$ cat src/rtl/tps_pkg.sv
package tps_pkg;
    // kind of frame currently on the wire, as seen by the scheduler
    typedef enum logic [1:0] {
        TXK_IDLE   = 2'd0,
        TXK_NORMAL = 2'd1,
        TXK_PAUSE  = 2'd2
    } tx_kind_e;
endpackage

$ cat src/rtl/tps_pause_timer.sv
module tps_pause_timer #(
    parameter int TMR_W = 16
) (
    input  logic             clk,
    input  logic             rst_n,
    input  logic             load,
    input  logic [TMR_W-1:0] load_val,
    input  logic             tick,
    input  logic             dec_ok,
    output logic [TMR_W-1:0] cnt,
    output logic             cnt_zero
);
    localparam logic [TMR_W-1:0] ONE = TMR_W'(1);

    typedef struct packed {
        logic [TMR_W-1:0] cnt;
    } tmr_state_t;

    tmr_state_t st_d, st_q;

    always_comb begin
        st_d = st_q;
        if (load) begin
            st_d.cnt = load_val;
        end else if (tick && dec_ok && (st_q.cnt != '0)) begin
            st_d.cnt = st_q.cnt - ONE;
        end
    end

    always_ff @(posedge clk) begin
        if (!rst_n) begin
            st_q <= '0;
        end else begin
            st_q <= st_d;
        end
    end

    assign cnt      = st_q.cnt;
    assign cnt_zero = (st_q.cnt == '0);

    // a load always lands, ticks notwithstanding
    p_load_lands_r10: assert property (@(posedge clk) disable iff (!rst_n)
        load |=> cnt == $past(load_val));

    // no wrap below zero
    p_floor_r9: assert property (@(posedge clk) disable iff (!rst_n)
        (!load && cnt == '0) |=> cnt == '0);

    // frozen while a normal frame occupies the wire
    p_hold_r4: assert property (@(posedge clk) disable iff (!rst_n)
        (!load && !dec_ok) |=> $stable(cnt));
endmodule

$ cat src/rtl/tps_start_arb.sv
module tps_start_arb
    import tps_pkg::*;
(
    input  logic clk,
    input  logic rst_n,
    input  logic cnt_zero,
    input  logic pause_req,
    input  logic tx_busy,
    input  logic frame_ready,
    output logic grant,
    output logic start_pause,
    output logic req_clr,
    output logic dec_ok
);
    typedef struct packed {
        tx_kind_e kind;
    } arb_state_t;

    arb_state_t st_d, st_q;
    logic       idle;

    always_comb begin
        idle        = !tx_busy;
        // locally requested pause frame ignores the timer and the queue
        start_pause = idle && pause_req;
        grant       = idle && !pause_req && frame_ready && cnt_zero;
        req_clr     = start_pause;

        st_d = st_q;
        if (start_pause) begin
            st_d.kind = TXK_PAUSE;
        end else if (grant) begin
            st_d.kind = TXK_NORMAL;
        end else if (idle) begin
            st_d.kind = TXK_IDLE;
        end

        // count down when the wire is free or carries our own pause frame
        dec_ok = idle || (st_q.kind == TXK_PAUSE);
    end

    always_ff @(posedge clk) begin
        if (!rst_n) begin
            st_q.kind <= TXK_IDLE;
        end else begin
            st_q <= st_d;
        end
    end

    // never two starts in one cycle
    p_single_start_r11: assert property (@(posedge clk) disable iff (!rst_n)
        !(grant && start_pause));

    // a started pause frame keeps the timer live on the next busy cycle
    p_pause_counts_r7: assert property (@(posedge clk) disable iff (!rst_n)
        start_pause |=> dec_ok);

    // nothing starts over a busy transmitter
    p_busy_blocks_r5: assert property (@(posedge clk) disable iff (!rst_n)
        tx_busy |-> !(grant || start_pause));
endmodule

$ cat src/rtl/tx_pause_sched.sv
module tx_pause_sched #(
    parameter int TMR_W = 16
) (
    input  logic             clk,
    input  logic             rst_n,
    input  logic             tmr_load,
    input  logic [TMR_W-1:0] tmr_load_val,
    input  logic             pause_req,
    input  logic             slot_tick,
    input  logic             tx_busy,
    input  logic             frame_ready,
    output logic             grant_normal,
    output logic             start_pause,
    output logic             pause_req_clr,
    output logic [TMR_W-1:0] tmr_value
);
    logic cnt_zero;
    logic dec_ok;

    tps_pause_timer #(.TMR_W(TMR_W)) u_timer (
        .clk      (clk),
        .rst_n    (rst_n),
        .load     (tmr_load),
        .load_val (tmr_load_val),
        .tick     (slot_tick),
        .dec_ok   (dec_ok),
        .cnt      (tmr_value),
        .cnt_zero (cnt_zero)
    );

    tps_start_arb u_arb (
        .clk         (clk),
        .rst_n       (rst_n),
        .cnt_zero    (cnt_zero),
        .pause_req   (pause_req),
        .tx_busy     (tx_busy),
        .frame_ready (frame_ready),
        .grant       (grant_normal),
        .start_pause (start_pause),
        .req_clr     (pause_req_clr),
        .dec_ok      (dec_ok)
    );

    // a running timer holds back queued frames
    p_timer_gates_r2: assert property (@(posedge clk) disable iff (!rst_n)
        (tmr_value != '0) |-> !grant_normal);

    // a pause request on an idle wire starts regardless of the timer
    p_bypass_r6: assert property (@(posedge clk) disable iff (!rst_n)
        (pause_req && !tx_busy) |-> start_pause);

    // idle tick steps the timer down by exactly one
    p_idle_step_r3: assert property (@(posedge clk) disable iff (!rst_n)
        (!tmr_load && slot_tick && !tx_busy && tmr_value != '0)
        |=> tmr_value == $past(tmr_value) - 16'd1);

    // timer empty out of reset
    p_reset_r1: assert property (@(posedge clk)
        $rose(rst_n) |-> tmr_value == '0);
endmodule

$ cat config.mk
export PLATFORM = sky130hd
export DESIGN_NAME = tx_pause_sched
export DESIGN_NICKNAME = d
export VERILOG_FILES = /design/src/rtl/tps_pkg.sv /design/src/rtl/tps_pause_timer.sv /design/src/rtl/tps_start_arb.sv /design/src/rtl/tx_pause_sched.sv
export SDC_FILE = /design/constraint.sdc
export NUM_CORES = 1
export LEC_CHECK = 0
export BUFFER_PORTS_ARGS = -buffer_cell sky130_fd_sc_hd__buf_2
export CORE_UTILIZATION = 50
export DETAILED_ROUTE_END_ITERATION = 7
export PLACE_DENSITY = 0.81
export SETUP_SLACK_MARGIN = 0.1
export SLEW_MARGIN = 20
export SYNTH_ARGS = -nofsm -noshare
export SYNTH_HDL_FRONTEND = slang
export SYNTH_SLANG_ARGS = --single-unit
$ cat constraint.sdc
create_clock -name clk -period 4.14 [get_ports clk]
set_clock_uncertainty 0.1 [all_clocks]
set_input_delay 0.207 -clock clk [delete_from_list [all_inputs] [get_ports clk]]
set_output_delay 0.207 -clock clk [all_outputs]
set_load 0.02 [all_outputs]
==> results.py, run 1 <==
metrics = {
    "worst_setup_path": {
        "reg2reg_slack_ps": 1730,
        "reg2reg_from": "u_timer.cnt[0]",
        "r2r_end": "u_timer.cnt[2]",
        "cp_max_fo": 8,
        "cp_cell_sequence": "inv_1 -> ha_1 -> nor3b_1 -> nand4_1 -> nor4b_1 -> buf_2",
        "worstSetupPathType": "register to output port",
        "slowest_delay_ps": 460,
        "critPathTopFamily": "simple AND/OR/NAND/NOR gates",
        "worstSetupEndpointType": "output port",
        "required_ps": 3830,
        "slowest_stage": "nor3b_1",
        "startpoint_type": "register",
        "critPathBufInv": 2,
        "ff2ff_path_depth": 6,
        "arrival_ps": 2540,
    },
    "outcome": {
        "status": "finished clean",
    },
    "power": {
        "p_per_area_nw_per_um2": 314,
        "irDropWorstVdd_uv": 238,
        "sw_frac_of_total": 0.337,
        "leakage_nw": 0.581,
        "pwr-share-seq": 0.472,
        "internal-power_mw": 0.289,
        "clockPowerShare": 0.247,
        "comb_power_share": 0.281,
        "p_switching_mw": 0.147,
    },
    "timing": {
        "maxSlewHeadroom": 0.497,
        "final-setup-viol-count": 0,
        "worst_pin_slew_ps": 749,
        "setup_tns_ps": 0,
        "fin_hold_ws_ps": 34.1,
        "fmax_mhz": 352,
        "hold_viol": 0,
        "layout_min_cycle_time_ps": 2840,
        "drv_slew": 0,
        "fin_crit_sh": 0.687,
        "rsz0062_at_grt": "false",
    },
    "global_route": {
        "grt_first_pass_wirelength_mm": 5.02,
        "grt_pass1_vias": 1141,
        "gr-total-overflow": 0,
        "grt_max_degree": 23,
        "grt_use_total": 0.258,
        "antenna_found_initial": 0,
    },
    "worst_hold_path": {
        "holdCritPathClass": "input port to register",
        "hold_end": "u_timer.cnt[6]",
        "min-delay-start": "tmr_load_val[6]",
        "worstHoldPathCells": 3,
    },
    "finish": {
        "num_antenna_cells": 0,
        "nets": 204,
        "drive_gt1_frac": 0.268,
        "syn2layout_area_growth_pct": 20.7,
        "final_area_um2": 1390,
        "utilization": 0.634,
    },
    "drt": {
        "routed_wl_mm": 3.03,
        "route.detailed.drc": 0,
        "detail-route-antenna-nets": 0,
        "vias": 1322,
        "firstDrtPassIters": 4,
        "via_per_inst": 6.39,
        "dr.first_iter.drc_count": 59,
        "wl_per_cell_um": 14.6,
    },
    "logic_synthesis": {
        "synth_top_family_by_area": "simple AND/OR/NAND/NOR gates",
        "synth.area.mux_share": 0,
        "ys_types": 35,
        "synth_warnings": 0,
        "synthXorXnorAreaFrac": 0,
        "synthesis.nets": 167,
        "synth-simple-area-share": 0.366,
        "avgSynthCellArea_um2": 8.05,
        "synth-compound-area-share": 0.260,
        "yosys.area_share.adder": 0.0109,
        "synth_top_area_cell": "dfxtp_1",
        "synthCells": 143,
        "ys_seq_elements": 18,
        "syn_area_um2": 1150,
        "synth_seq_area_share": 0.313,
        "synth.area.top_cells": "dfxtp_1 (31%), o311a_1 (5.2%), or4_1 (4.6%)",
        "yosysTopAreaCellShare": 0.313,
    },
    "floorplanning": {
        "num_rows": 17,
        "die-area_um2": 2500,
        "start_util": 0.525,
        "die_height_um": 50.0,
        "ios": 42,
        "chipWidth_um": 50.0,
        "core_area_um2": 2190,
    },
    "placement": {
        "dpl.hpwl_mm": 2.18,
        "place_area_um2": 1350,
        "io_buffers": 41,
        "gp_congestion": 0.956,
    },
    "clock_tree": {
        "clkSlewWorstSetupHoldPaths_ps": 100,
        "post_cts_buffers": 0,
        "h-tree-depth": 1,
        "cts-resized-gates": 0,
        "cts_sinks": 18,
        "clk_latency_ps": 300,
        "cts_hold_buf": 0,
        "cts_buffer_depth": 2,
        "numCtsBuffers": 3,
        "cts_root_buffer": "clkbuf_4",
        "tritoncts": "yes",
    },
    "flow_run": {
        "max_cap_violations": 0,
    },
}
==> cell usage in the layout, fill, tap and decap left out, drive strengths merged <==
cell	Yosys	routed
nor2b	4	4
or3	5	5
nor4	7	7
a21oi	2	2
nand2	2	2
ha	1	1
and2	2	2
a311oi	1	1
o21ai	9	9
nor3b	1	1
nor2	3	3
clkbuf	7	4
and3	1	1
inv	5	5
dfxtp	18	18
or4	9	9
a31oi	8	8
nand4	6	6
o311a	6	6
o311ai	1	1
o31a	1	1
nand3	8	8
buf	2	41
o211ai	3	3
nand3b	1	1
o2111ai	2	2
nor3	8	8
nor4b	1	1
or2	1	1
and4	2	2
o21a	4	4
nand2b	7	7
o31ai	5	5
==> synth_stat cells <==
| cell type | n |
|---|---|
| or4_4 | 2 |
| buf_4 | 1 |
| nor3b_1 | 1 |
| and3_1 | 1 |
| nand3_1 | 8 |
| nand2b_1 | 7 |
| dfxtp_1 | 18 |
| buf_2 | 1 |
| or3_1 | 5 |
| o311ai_0 | 1 |
| o211ai_1 | 3 |
| nor3_1 | 8 |
| o2111ai_1 | 2 |
| nand4_1 | 6 |
| inv_1 | 5 |
| a21oi_1 | 2 |
| a311oi_1 | 1 |
| a31oi_1 | 8 |
| nor2_1 | 3 |
| and4_1 | 2 |
| ha_1 | 1 |
| o311a_1 | 6 |
| nor4b_1 | 1 |
| nor4_1 | 7 |
| o21a_1 | 4 |
| o21ai_0 | 9 |
| and2_1 | 2 |
| o31a_1 | 1 |
| o31ai_1 | 5 |
| nand2_1 | 2 |
| nand3b_1 | 1 |
| clkbuf_1 | 7 |
| or2_2 | 1 |
| or4_1 | 7 |
| nor2b_1 | 4 |
==> sequential cells by signal (all words and copies together) (netlist names) <==
name and flops:
u_timer.cnt 16, u_arb.st_q 2
==> layout make-up <==
type	instances	area, µm²
fillers	201	802
inverters	5	18.8
flip-flops and latches	18	360
multi-input cells	111	733
repair buffers	41	205
well taps	28	35.0
clock buffers	4	36.3
==> tightest hold or removal path, cell delays in order <==
cell and delay (ps):
buf_2 70, nand3_1 70, nand3_1 60
==> power groups by stage <==
stage	Combinational, mW	Sequential, mW	Clock [mW]
floorplan	0.0696	0.220	0
global placement	0.118	0.208	0
detailed placement	0.120	0.209	0
CTS	0.121	0.205	0.112
global route	0.134	0.208	0.121
finish	0.122	0.206	0.108
==> how the worst max path moves through the flow <==
stage | startpoint | endpoint | slack (ps) | cells after the start
after floorplan | u_timer.cnt[0] | u_arb.st_q[0] | 1490 | 6
after global placement | u_timer.cnt[0] | grant_normal | 1810 | 6
after detailed placement | u_timer.cnt[0] | grant_normal | 1680 | 6
after CTS | u_timer.cnt[0] | grant_normal | 1330 | 6
after global routing | u_timer.cnt[0] | grant_normal | 1160 | 6
final | u_timer.cnt[0] | grant_normal | 1300 | 6
==> kinds of logic (layout without fill, tap and decap cells) <==
| logic type | Yosys count | in the layout |
|---|---|---|
| and+or+nand+nor | 68 | 68 |
| AOI/OAI and AO/OA | 42 | 42 |
| DFF | 18 | 18 |
| buffers and inverters | 14 | 50 |
| adders and majority gates | 1 | 1 |
==> metrics by stage <==
stage | power, mW | setup slack (ps) | std cells
after detailed placement | 0.330 | 1680 | 203
after floorplan | 0.290 | 1490 | 143
after CTS | 0.438 | 1330 | 207
final | 0.437 | 1300 | 207
after global placement | 0.326 | 1810 | 203
after global routing | 0.464 | 1160 | 207
==> metal layers <==
layer	vias up	part of all wire	global-route usage
met4	0	0.011	0.0952
li1	649	-	-
met3	7	0.078	0.0586
met1	589	0.46	0.331
met2	77	0.45	0.413
met5	-	0	0
No activity file was read; power rests on OpenSTA's default activity.
==> inputs of run 2 (changes only) <==
--- a/config.mk
+++ b/config.mk
@@ -5,10 +5,11 @@
 export SDC_FILE = /design/constraint.sdc
 export NUM_CORES = 1
 export LEC_CHECK = 0
+export ABC_AREA = 1
 export BUFFER_PORTS_ARGS = -buffer_cell sky130_fd_sc_hd__buf_2
-export CORE_UTILIZATION = 50
+export CORE_UTILIZATION = 46
 export DETAILED_ROUTE_END_ITERATION = 7
-export PLACE_DENSITY = 0.81
+export PLACE_DENSITY = 0.76
 export SETUP_SLACK_MARGIN = 0.1
 export SLEW_MARGIN = 20
 export SYNTH_ARGS = -nofsm -noshare
==> constraint.sdc (replaced) <==
create_clock -name clk -period 2.52 [get_ports clk]
set_clock_uncertainty 0.1 [all_clocks]
set_input_delay 0.126 -clock clk [delete_from_list [all_inputs] [get_ports clk]]
set_output_delay 0.126 -clock clk [all_outputs]
set_load 0.02 [all_outputs]
==> run 2 against run 1 <==
Net effect: worst hold slack lost 22 ps; clock-buffer cell count unchanged; synthesized cell count is 52% higher; largest power group unchanged; die area up 24%; highest routed layer unchanged; cell count up 40%; synthesized area increased by 15%; critical path depth grew 1; core utilization down 4.9 points; non-clock buffer count grew 2; setup slack worse by 620 ps; via count grew 8.5%; critical path type unchanged; sequential power grew 65%.
==> results.py, run 2 <==
metrics = {
    "finish": {
        "multi_input_area_um2": 850,
        "syn2layout_area_growth_pct": 20.8,
        "layout_commonest_cell": "nand2_1",
        "num_antenna_cells": 0,
        "largest_register_ffs": 16,
        "mostFrequentLayoutCells": "nand2_1 (78), buf_2 (41), nor2_1 (27), nand3_1 (20), dfxtp_1 (18)",
        "nets": 284,
        "fill_cells": 274,
        "seq_area_um2": 360,
        "drive_gt1_frac": 0.239,
    },
    "logic_synthesis": {
        "synth.area.top_cells": "dfxtp_1 (27%), nand2_1 (22%), nor2_1 (7.7%)",
        "synth_edf_count": 0,
        "synth-async-reset-ratio": 0,
        "synth_common_cells": "nand2_1 (78), nor2_1 (27), nand3_1 (20)",
        "synthCells": 217,
        "ys_types": 30,
        "synth_ff_type": "dfxtp_1",
        "synthMostInstantiatedCell": "nand2_1",
        "synth_seq_area_share": 0.272,
        "syn_area_um2": 1320,
        "synthesis.nets": 241,
        "synth_warnings": 0,
        "avgSynthCellArea_um2": 6.09,
        "synth_top_area_cell": "dfxtp_1",
        "yosysTopAreaCellShare": 0.272,
        "ys_seq_elements": 18,
    },
    "worst_setup_path": {
        "arrival_ps": 1620,
        "worstSetupPathType": "register to output port",
        "cp_max_fo": 6,
        "worstSetupEndpointType": "output port",
        "required_ps": 2290,
        "startpoint_type": "register",
    },
    "clock_tree": {
        "numCtsBuffers": 3,
        "tritoncts": "yes",
        "cts_root_buffer": "clkbuf_4",
        "post_cts_buffers": 0,
        "clkSlewWorstSetupHoldPaths_ps": 110,
        "cts_sinks": 18,
        "h-tree-depth": 1,
        "cts-resized-gates": 0,
        "cts_buffer_depth": 2,
        "clk_latency_ps": 300,
        "cts_hold_buf": 2,
    },
    "placement": {
        "dpl_worst_slack_ps": 854,
        "gp_congestion": 0.844,
        "io_buffers": 41,
        "dpl.hpwl_mm": 2.44,
    },
    "timing": {
        "hold_viol": 0,
        "layout_min_cycle_time_ps": 1850,
        "rsz0062_at_grt": "false",
        "worst_pin_slew_ps": 371,
        "setup_ws_ps": 672,
        "fmax_mhz": 541,
        "maxSlewHeadroom": 0.752,
        "fin_crit_sh": 0.733,
        "drv_slew": 0,
        "setup_tns_ps": 0,
        "final-setup-viol-count": 0,
    },
    "global_route": {
        "use_met2": 0.365,
        "grt.busiest_layer": "met2",
        "grt_first_pass_wirelength_mm": 5.64,
        "grt_max_degree": 19,
        "grt_use_total": 0.226,
        "grt_pass1_vias": 1332,
        "met3_usage": 0.0512,
        "antenna_found_initial": 0,
        "gr-total-overflow": 0,
        "met1_usage": 0.299,
    },
    "drt": {
        "wl_per_cell_um": 11.1,
        "detail-route-antenna-nets": 0,
        "firstDrtPassIters": 4,
        "via_per_inst": 4.95,
        "routed_wl_mm": 3.21,
        "vias": 1435,
        "dr.first_iter.drc_count": 31,
        "route.detailed.drc": 0,
    },
    "floorplanning": {
        "start_util": 0.484,
        "ios": 42,
        "die-area_um2": 3090,
        "chipWidth_um": 55.6,
        "num_rows": 19,
        "core_area_um2": 2730,
        "die_height_um": 55.6,
    },
    "flow_run": {
        "max_cap_violations": 0,
    },
    "power": {
        "irDropWorstVdd_uv": 420,
        "leakage_nw": 0.888,
        "p_per_area_nw_per_um2": 533,
    },
    "outcome": {
        "status": "finished clean",
    },
    "worst_hold_path": {
        "holdCritPathClass": "input port to register",
    },
}
==> run 2: changes by cell type after synthesis, sizes merged, moves of 9 or more <==
cell	before	now
nand2	2	83
nand3	8	21
or4	9	0
nor2	3	32
inv	5	20
a21oi	2	11
==> run 2: worst paths after layout <==
| check | slack (ps) | cells past startpoint | startpoint | end |
|---|---|---|---|---|
| worst max-delay path | 670 | 7 | u_timer.cnt[0] | grant_normal |
| worst min-delay path | 10 | 3 | tx_busy | u_arb.st_q[0] |
| worst max register to register | 830 | 11 | u_timer.cnt[0] | u_timer.cnt[10] |
| worst min register to register | 370 | 2 | u_arb.st_q[0] | u_arb.st_q[0] |
==> run 2: area by class of cell <==
type                    instances  area share
multi-input cells             172       0.532
inverters                      22      0.0548
clock buffers                   4      0.0227
well taps                      31      0.0243
flip-flops and latches         18       0.226
repair buffers                 43       0.141
==> run 2: logic make-up after synthesis <==
family	share of synthesized area
flip-flops	0.272
AO/OA/AOI/OAI	0.0795
adder cells (fa/ha/maj)	0.00946
buffers and inverters	0.0851
AND/OR/NAND/NOR	0.527
XOR/XNOR	0.0265
==> run 2: power by group <==
group / internal [mW] / switching, mW / total [mW]
Combinational: 0.121 / 0.207 / 0.329
Clock: 0.0882 / 0.0950 / 0.183
Sequential: 0.307 / 0.0331 / 0.340
==> run 2: layer usage <==
| layer | up-vias | part of all wire |
|---|---|---|
| li1 | 770 | - |
| met4 | 0 | 0.0031 |
| met3 | 2 | 0.049 |
| met5 | - | 0 |
| met1 | 624 | 0.50 |
| met2 | 39 | 0.45 |
==> run 2: critical path, cell delays in order, from the launching register on <==
cell and delay, ps:
dfxtp_1 360, inv_2 100, ha_1 180, nand2_2 120
nor2_8 180, nand2_1 80, nor3_1 110, buf_2 180
==> run 2: stage by stage <==
step	util	hold slack, ps	power (mW)	cells	instance area, µm²
3_3_place_gp	0.564	309	0.670	284	1540
4_1_cts	0.584	7.27	0.858	290	1600
6_report	0.584	12.6	0.852	290	1600
5_1_grt	0.584	27.9	0.911	290	1600
2_1_floorplan	-	177	0.589	217	1320
3_5_place_dp	0.564	313	0.672	284	1540
